<file path="src/rtl/iq_pkg.sv">
package iq_pkg;

    localparam int IQ_ENTRIES = 16;
    localparam int IQ_NSRC    = 2;
    localparam int IQ_TAG_W   = 6;
    localparam int IQ_DISP    = 2;
    localparam int IQ_WAKE    = 2;
    localparam int IQ_ISSUE   = 2;
    localparam int IQ_OP_W    = 8;

    typedef enum logic [1:0] {
        ST_FREE   = 2'd0,
        ST_WAIT   = 2'd1,
        ST_ISSUED = 2'd2
    } ent_state_e;

    function automatic int width_of(input int n);
        return (n > 1) ? $clog2(n) : 1;
    endfunction

endpackage

</file>
<file path="src/rtl/iq_entry.sv">
module iq_entry
    import iq_pkg::*;
#(
    parameter int OP_W  = IQ_OP_W,
    parameter int TAG_W = IQ_TAG_W,
    parameter int NSRC  = IQ_NSRC,
    parameter int WAKE  = IQ_WAKE
) (
    input  logic                       clk,
    input  logic                       rst,
    input  logic                       flush,
    input  logic                       wr_en,
    input  logic [OP_W-1:0]            wr_op,
    input  logic [TAG_W-1:0]           wr_dst,
    input  logic [NSRC-1:0][TAG_W-1:0] wr_src,
    input  logic [NSRC-1:0]            wr_rdy,
    input  logic [WAKE-1:0]            wake_valid,
    input  logic [WAKE-1:0][TAG_W-1:0] wake_tag,
    input  logic                       grant,
    input  logic                       validate,
    input  logic                       replay,
    output ent_state_e                 state,
    output logic [OP_W-1:0]            op,
    output logic [TAG_W-1:0]           dst,
    output logic                       ready
);

    logic [NSRC-1:0][TAG_W-1:0] src_q;
    logic [NSRC-1:0]            rdy_q;
    logic [NSRC-1:0]            hit;

    // associative compare of every stored source tag against every broadcast
    always_comb begin
        for (int s = 0; s < NSRC; s++) begin
            hit[s] = 1'b0;
            for (int w = 0; w < WAKE; w++) begin
                if (wake_valid[w] && (wake_tag[w] == src_q[s])) hit[s] = 1'b1;
            end
        end
    end

    assign ready = (state == ST_WAIT) && (&rdy_q);

    always_ff @(posedge clk) begin
        if (wr_en) begin
            op    <= wr_op;
            dst   <= wr_dst;
            src_q <= wr_src;
        end
    end

    always_ff @(posedge clk) begin
        if (rst || flush) begin
            state <= ST_FREE;
            rdy_q <= '0;
        end else if (wr_en) begin
            state <= ST_WAIT;
            rdy_q <= wr_rdy;
        end else begin
            case (state)
                ST_WAIT: begin
                    rdy_q <= rdy_q | hit;
                    if (grant) state <= ST_ISSUED;
                end
                ST_ISSUED: begin
                    if (validate) begin
                        state <= ST_FREE;
                    end else if (replay) begin
                        state <= ST_WAIT;
                        rdy_q <= hit;
                    end else begin
                        rdy_q <= rdy_q | hit;
                    end
                end
                default: ;
            endcase
        end
    end

endmodule

</file>
<file path="src/rtl/iq_alloc.sv">
module iq_alloc
    import iq_pkg::*;
#(
    parameter int ENTRIES = IQ_ENTRIES,
    parameter int DISP    = IQ_DISP,
    parameter int PORT_W  = width_of(IQ_DISP)
) (
    input  logic [ENTRIES-1:0]             free_vec,
    input  logic [DISP-1:0]                disp_valid,
    output logic [ENTRIES-1:0]             wr_en,
    output logic [ENTRIES-1:0][PORT_W-1:0] wr_port
);

    logic [ENTRIES-1:0] avail;
    logic               found;

    // port p takes the lowest empty slot not claimed by a lower port
    always_comb begin
        avail   = free_vec;
        wr_en   = '0;
        wr_port = '0;
        found   = 1'b0;
        for (int p = 0; p < DISP; p++) begin
            found = 1'b0;
            if (disp_valid[p]) begin
                for (int e = 0; e < ENTRIES; e++) begin
                    if (!found && avail[e]) begin
                        found      = 1'b1;
                        avail[e]   = 1'b0;
                        wr_en[e]   = 1'b1;
                        wr_port[e] = PORT_W'(p);
                    end
                end
            end
        end
    end

endmodule

</file>
<file path="src/rtl/iq_select.sv">
module iq_select
    import iq_pkg::*;
#(
    parameter int ENTRIES = IQ_ENTRIES,
    parameter int ISSUE   = IQ_ISSUE,
    parameter int IDX_W   = width_of(IQ_ENTRIES),
    parameter int PORT_W  = width_of(IQ_DISP)
) (
    input  logic                           clk,
    input  logic                           rst,
    input  logic [ENTRIES-1:0]             wr_en,
    input  logic [ENTRIES-1:0][PORT_W-1:0] wr_port,
    input  logic [ENTRIES-1:0]             cand,
    input  logic [ISSUE-1:0]               slot_free,
    output logic [ISSUE-1:0]               iss_valid,
    output logic [ISSUE-1:0][IDX_W-1:0]    iss_idx,
    output logic [ENTRIES-1:0]             grant_vec
);

    // older_q[i][j] set: slot i was dispatched before slot j
    logic [ENTRIES-1:0][ENTRIES-1:0] older_q;

    always_ff @(posedge clk) begin
        if (rst) begin
            older_q <= '0;
        end else begin
            for (int i = 0; i < ENTRIES; i++) begin
                for (int j = 0; j < ENTRIES; j++) begin
                    if (wr_en[i] && wr_en[j])
                        older_q[i][j] <= (wr_port[i] < wr_port[j]);
                    else if (wr_en[i])
                        older_q[i][j] <= 1'b0;
                    else if (wr_en[j])
                        older_q[i][j] <= 1'b1;
                end
            end
        end
    end

    logic [ENTRIES-1:0] remain;
    logic               taken;
    logic               blocked;

    always_comb begin
        remain    = cand;
        grant_vec = '0;
        iss_valid = '0;
        iss_idx   = '0;
        taken     = 1'b0;
        blocked   = 1'b0;
        for (int s = 0; s < ISSUE; s++) begin
            taken = 1'b0;
            if (slot_free[s]) begin
                for (int c = 0; c < ENTRIES; c++) begin
                    blocked = 1'b0;
                    for (int d = 0; d < ENTRIES; d++) begin
                        if (remain[d] && older_q[d][c]) blocked = 1'b1;
                    end
                    if (!taken && remain[c] && !blocked) begin
                        taken        = 1'b1;
                        remain[c]    = 1'b0;
                        grant_vec[c] = 1'b1;
                        iss_valid[s] = 1'b1;
                        iss_idx[s]   = IDX_W'(c);
                    end
                end
            end
        end
    end

endmodule

</file>
<file path="src/rtl/issue_queue.sv">
module issue_queue
    import iq_pkg::*;
#(
    parameter int ENTRIES = IQ_ENTRIES,
    parameter int NSRC    = IQ_NSRC,
    parameter int TAG_W   = IQ_TAG_W,
    parameter int DISP    = IQ_DISP,
    parameter int WAKE    = IQ_WAKE,
    parameter int ISSUE   = IQ_ISSUE,
    parameter int OP_W    = IQ_OP_W,
    localparam int IDX_W  = width_of(ENTRIES),
    localparam int PORT_W = width_of(DISP),
    localparam int CNT_W  = $clog2(ENTRIES + 1)
) (
    input  logic                                 clk,
    input  logic                                 rst,
    input  logic                                 flush,
    input  logic [DISP-1:0]                      disp_valid,
    input  logic [DISP-1:0][OP_W-1:0]            disp_op,
    input  logic [DISP-1:0][TAG_W-1:0]           disp_dst,
    input  logic [DISP-1:0][NSRC-1:0][TAG_W-1:0] disp_src,
    input  logic [DISP-1:0][NSRC-1:0]            disp_rdy,
    input  logic [WAKE-1:0]                      wake_valid,
    input  logic [WAKE-1:0][TAG_W-1:0]           wake_tag,
    input  logic [ISSUE-1:0]                     fu_free,
    input  logic                                 val_valid,
    input  logic [IDX_W-1:0]                     val_idx,
    input  logic                                 rep_valid,
    input  logic [IDX_W-1:0]                     rep_idx,
    output logic [ISSUE-1:0]                     iss_valid,
    output logic [ISSUE-1:0][OP_W-1:0]           iss_op,
    output logic [ISSUE-1:0][TAG_W-1:0]          iss_dst,
    output logic [ISSUE-1:0][IDX_W-1:0]          iss_idx,
    output logic [CNT_W-1:0]                     free_count,
    output logic                                 full
);

    ent_state_e                 ent_state [ENTRIES];
    logic [OP_W-1:0]            ent_op    [ENTRIES];
    logic [TAG_W-1:0]           ent_dst   [ENTRIES];
    logic [ENTRIES-1:0]         ent_ready;
    logic [ENTRIES-1:0]         free_vec;
    logic [ENTRIES-1:0]         wr_en;
    logic [ENTRIES-1:0][PORT_W-1:0] wr_port;
    logic [ENTRIES-1:0]         grant_vec;
    logic [ENTRIES-1:0]         cand;
    logic [DISP-1:0][NSRC-1:0]  byp_rdy;

    always_comb begin
        for (int e = 0; e < ENTRIES; e++) free_vec[e] = (ent_state[e] == ST_FREE);
    end

    assign free_count = CNT_W'($countones(free_vec));
    assign full       = (free_vec == '0);

    // same-cycle bypass of broadcast tags into the dispatched ready bits
    always_comb begin
        for (int p = 0; p < DISP; p++) begin
            for (int s = 0; s < NSRC; s++) begin
                byp_rdy[p][s] = disp_rdy[p][s];
                for (int w = 0; w < WAKE; w++) begin
                    if (wake_valid[w] && (wake_tag[w] == disp_src[p][s])) byp_rdy[p][s] = 1'b1;
                end
            end
        end
    end

    iq_alloc #(.ENTRIES(ENTRIES), .DISP(DISP), .PORT_W(PORT_W)) u_alloc (
        .free_vec   (free_vec),
        .disp_valid (disp_valid),
        .wr_en      (wr_en),
        .wr_port    (wr_port)
    );

    for (genvar e = 0; e < ENTRIES; e++) begin : g_ent
        logic [PORT_W-1:0] pe;
        assign pe = wr_port[e];
        iq_entry #(.OP_W(OP_W), .TAG_W(TAG_W), .NSRC(NSRC), .WAKE(WAKE)) u_ent (
            .clk        (clk),
            .rst        (rst),
            .flush      (flush),
            .wr_en      (wr_en[e]),
            .wr_op      (disp_op[pe]),
            .wr_dst     (disp_dst[pe]),
            .wr_src     (disp_src[pe]),
            .wr_rdy     (byp_rdy[pe]),
            .wake_valid (wake_valid),
            .wake_tag   (wake_tag),
            .grant      (grant_vec[e]),
            .validate   (val_valid && (val_idx == IDX_W'(e))),
            .replay     (rep_valid && (rep_idx == IDX_W'(e))),
            .state      (ent_state[e]),
            .op         (ent_op[e]),
            .dst        (ent_dst[e]),
            .ready      (ent_ready[e])
        );
    end

    assign cand = ent_ready & {ENTRIES{!flush}};

    iq_select #(.ENTRIES(ENTRIES), .ISSUE(ISSUE), .IDX_W(IDX_W), .PORT_W(PORT_W)) u_sel (
        .clk       (clk),
        .rst       (rst),
        .wr_en     (wr_en),
        .wr_port   (wr_port),
        .cand      (cand),
        .slot_free (fu_free),
        .iss_valid (iss_valid),
        .iss_idx   (iss_idx),
        .grant_vec (grant_vec)
    );

    always_comb begin
        for (int s = 0; s < ISSUE; s++) begin
            iss_op[s]  = ent_op[iss_idx[s]];
            iss_dst[s] = ent_dst[iss_idx[s]];
        end
    end

endmodule

</file>
<file path="config.mk">
export PLATFORM = sky130hd
export DESIGN_NAME = issue_queue
export DESIGN_NICKNAME = d
export VERILOG_FILES = /design/src/rtl/iq_pkg.sv /design/src/rtl/iq_entry.sv /design/src/rtl/iq_alloc.sv /design/src/rtl/iq_select.sv /design/src/rtl/issue_queue.sv
export SDC_FILE = /design/constraint.sdc
export NUM_CORES = 2
export LEC_CHECK = 0
export ABC_AREA = 0
export BUFFER_PORTS_ARGS = -buffer_cell sky130_fd_sc_hd__buf_2
export CORE_MARGIN = 3
export CORE_UTILIZATION = 54
export DETAILED_ROUTE_END_ITERATION = 8
export PLACE_DENSITY = 0.71
export SLEW_MARGIN = 20
export SYNTH_ARGS = -nofsm -noshare
export SYNTH_HDL_FRONTEND = slang
export SYNTH_SLANG_ARGS = --single-unit
</file>
<file path="constraint.sdc">
create_clock -name clk -period 23.7 [get_ports clk]
set_input_delay 2.37 -clock clk [delete_from_list [all_inputs] [get_ports clk]]
set_output_delay 2.37 -clock clk [all_outputs]
set_load 0.1 [all_outputs]
</file>
==> qor.yml <==
status:
  status: "finished, final reports clean"
floorplan:
  io-pin-count: 131
  die_w_microns: 293
  die_height_microns: 293
  row_count: 104
  die_area_sq_um: 85700
  core-area_sq_um: 80900
  initial_core_util_pct: 54.8
layout:
  stdcell_area_sq_um: 48600
  area_delta_synth_final_pct: 9.50
  instances_no_fill: 5938
  layout_common_cells: "1015 x nand2_1, 416 x edfxtp_1, 338 x a21oi_1, 304 x dfxtp_1, 237 x xnor2_1"
  final_common_cell: "nand2_1"
  nNetsFinal: 4966
  num-fill-cells: 6927
  drive_above_1_share_pct: 14.0
  antenna_cells: 0
timing:
  final.setup.tns_ns: 0
  fin_ws_ns: 5.42
  finClkSkew_ns: 0.0152
  max_freq_mhz: 54.7
  rsz0062_at_grt: "false"
  drv_slew: 0
  post-route-period-util_pct: 77.1
  maxSlewHeadroom_pct: 17.5
  finalSetupViolCount: 0
  period_needed_ns: 18.28
  hold_viol: 0
  tightest_slew_ns: 1.24
worst_setup_path:
  setup.worst_path.end_class: "output pin"
  cp_top_family: "compound AO/OA/AOI/OAI gates"
  crit_required_ns: 21.33
  max_stage_delay_ns: 0.83
  critPathLaunchType: "input port"
  cp_num_buf_inv: 5
  crit_fanout: 75
  arrival_ns: 15.91
  cp_slowest_cell: "buf_4"
  worstSetupPathType: "input port to output pin"
logic_synthesis:
  synth-seq-area-share_pct: 41.9
  synth_cell_type_count: 103
  synth_warnings: 0
  synth_compound_area_share_pct: 15.8
  synthMuxAreaShare_pct: 9.33
  synth_fp_nets: 5029
  synth-seq-cells: 720
  netlist_area_sq_um: 44400
  synth_edf_count: 416
  synth.largest_area_cell: "edfxtp_1"
  synthFlopType: "edfxtp_1"
  synth.area.top_cells: "edfxtp_1 28%, dfxtp_1 14%, nand2_1 8.6%, mux2_2 5.1%, xnor2_1 4.7%"
  synth_top_area_share_pct: 28.1
  synth-simple-area-share_pct: 17.8
  synth_top_family_by_area: "simple AND/OR/NAND/NOR gates"
  synth-adder-area-share_pct: 2.13
  synth_cells: 4874
  avgSynthCellArea_sq_um: 9.11
  synth_async_sr_flop_share_pct: 0
  synth_xor_area_share_pct: 8.64
global_routing:
  grt_max_degree: 83
  grt_util_all_layers_pct: 43.9
  grt_pass1_wl_microns: 274000
  overflow: 0
  busiest_layer: "met2"
  grt_pass1_vias: 38000
  antenna_found_initial: 7
  met3_usage_pct: 9.71
  use_met2_pct: 65.9
  grt_use_met1_pct: 59.2
clocking:
  clk_pin_slew_worst_paths_ns: 0.07
  cts_tree: "built"
  postCtsSetupBuffers: 0
  cts.path.max_buffers: 3
  clock_sinks: 720
  postCtsResizedCells: 0
  clock_latency_ns: 0.66
  cts_made_buffers: 80
  cts_hold_buffers: 0
  h-tree-depth: 3
  root_buffer: "clkbuf_16"
route:
  drc: 0
  route.detailed.wl_per_inst_microns: 32.7
  dr.first_iter.drc_count: 5935
  vias: 41000
  first_pass_iters: 8
  vias_per_cell: 6.90
  wl_microns: 194000
  final_antenna_net_count: 0
place:
  dp_hpwl_microns: 133000
  gp_congestion: 1.05
  place_ws_ns: 5.84
  place.port_buffers: 130
  dpl-instance-area_sq_um: 45900
  dpl.cell_count: 5788
power_and_ir_drop:
  leakage_nw: 17.6
  powerDensity_nw_per_um2: 61.5
  ir_drop_v: 0.0000600
min_path:
  min_path_type: "flop to flop"
job:
  cap_violations: 0
## per-layer routing
metal  vias up  part of all wire, %
met5         -                0.029
met3       601                   13
met1     19800                   37
met2      3124                   43
met4        10                  6.6
li1      17400                    -
## cell families after synthesis
| kind of cell | count (synthesis) |
|---|---|
| and+or+nand+nor | 1760 |
| AOI/OAI and AO/OA | 1011 |
| DFF | 720 |
| buffers and inverters | 511 |
| xor gates and xnor gates | 438 |
| muxes | 364 |
| adders and majority gates | 70 |
## flip-flops by register name, summed over array words and instances, names as in the netlist
register and flops:
g_ent.u_ent.rdy_q 32, g_ent.u_ent.op 128, g_ent.u_ent.dst 96, g_ent.u_ent.state 32
g_ent.u_ent.src_q 192, u_sel.older_q 240
## worst paths after layout
kind / from / slack, ns / cells past startpoint / end
worst max-delay path: flush / 5.42 / 34 / iss_dst[10]
worst min-delay path: u_sel.older_q[139] / 0.46 / 2 / u_sel.older_q[139]
worst max register to register: g_ent[11].u_ent.state[1] / 11.43 / 32 / g_ent[15].u_ent.state[1]
worst min register to register: u_sel.older_q[139] / 0.46 / 2 / u_sel.older_q[139]
## tightest hold or removal path: cells and delay by family, from the launching register on
family	cells	cell delay, ns
simple gates	1	0.05
flops	1	0.31
compound gates	1	0.05
## final cells by class
class                           count  area [sq um]  share of cell area [%]
Clock buffer                      109          2250                    4.62
Sequential cell                   720         18600                    38.2
Multi-Input combinational cell   3643         24000                    49.4
Timing Repair Buffer              249          1550                    3.19
Inverter                          117           439                   0.904
Clock inverter                     40           458                   0.942
Tap cell                         1060          1330                    2.73
## synthesized netlist by cell type, drive strengths merged (58+ instances only)
| cell | count |
|---|---|
| xnor2 | 237 |
| mux2 | 226 |
| nand4 | 98 |
| nand2 | 1019 |
| ha | 58 |
| clkbuf | 307 |
| a211oi | 84 |
| o21ai | 131 |
| a221o | 83 |
| nor4 | 82 |
| mux2i | 124 |
| inv | 108 |
| nor2 | 219 |
| nor3 | 78 |
| edfxtp | 416 |
| buf | 87 |
| nand3 | 70 |
| a21oi | 341 |
| dfxtp | 304 |
| a22oi | 81 |
| xor2 | 201 |
## through the flow
stage	power (mW)	utilization [%]	hold slack, ns
final	2.99	60.0	0.456
after global routing	3.05	60.0	0.469
after CTS	2.98	60.0	0.458
after detailed placement	1.70	56.7	0.449
after global placement	1.70	56.7	0.442
after floorplan	1.61	-	0.428
## power by group
group	total, mW	switching, mW	internal, mW	leakage [nW]
registers	1.37	0.0200	1.35	6.24
logic	0.322	0.230	0.0917	10.0
clock network	1.30	0.561	0.739	1.30
No activity file was read; power rests on OpenSTA's default activity.
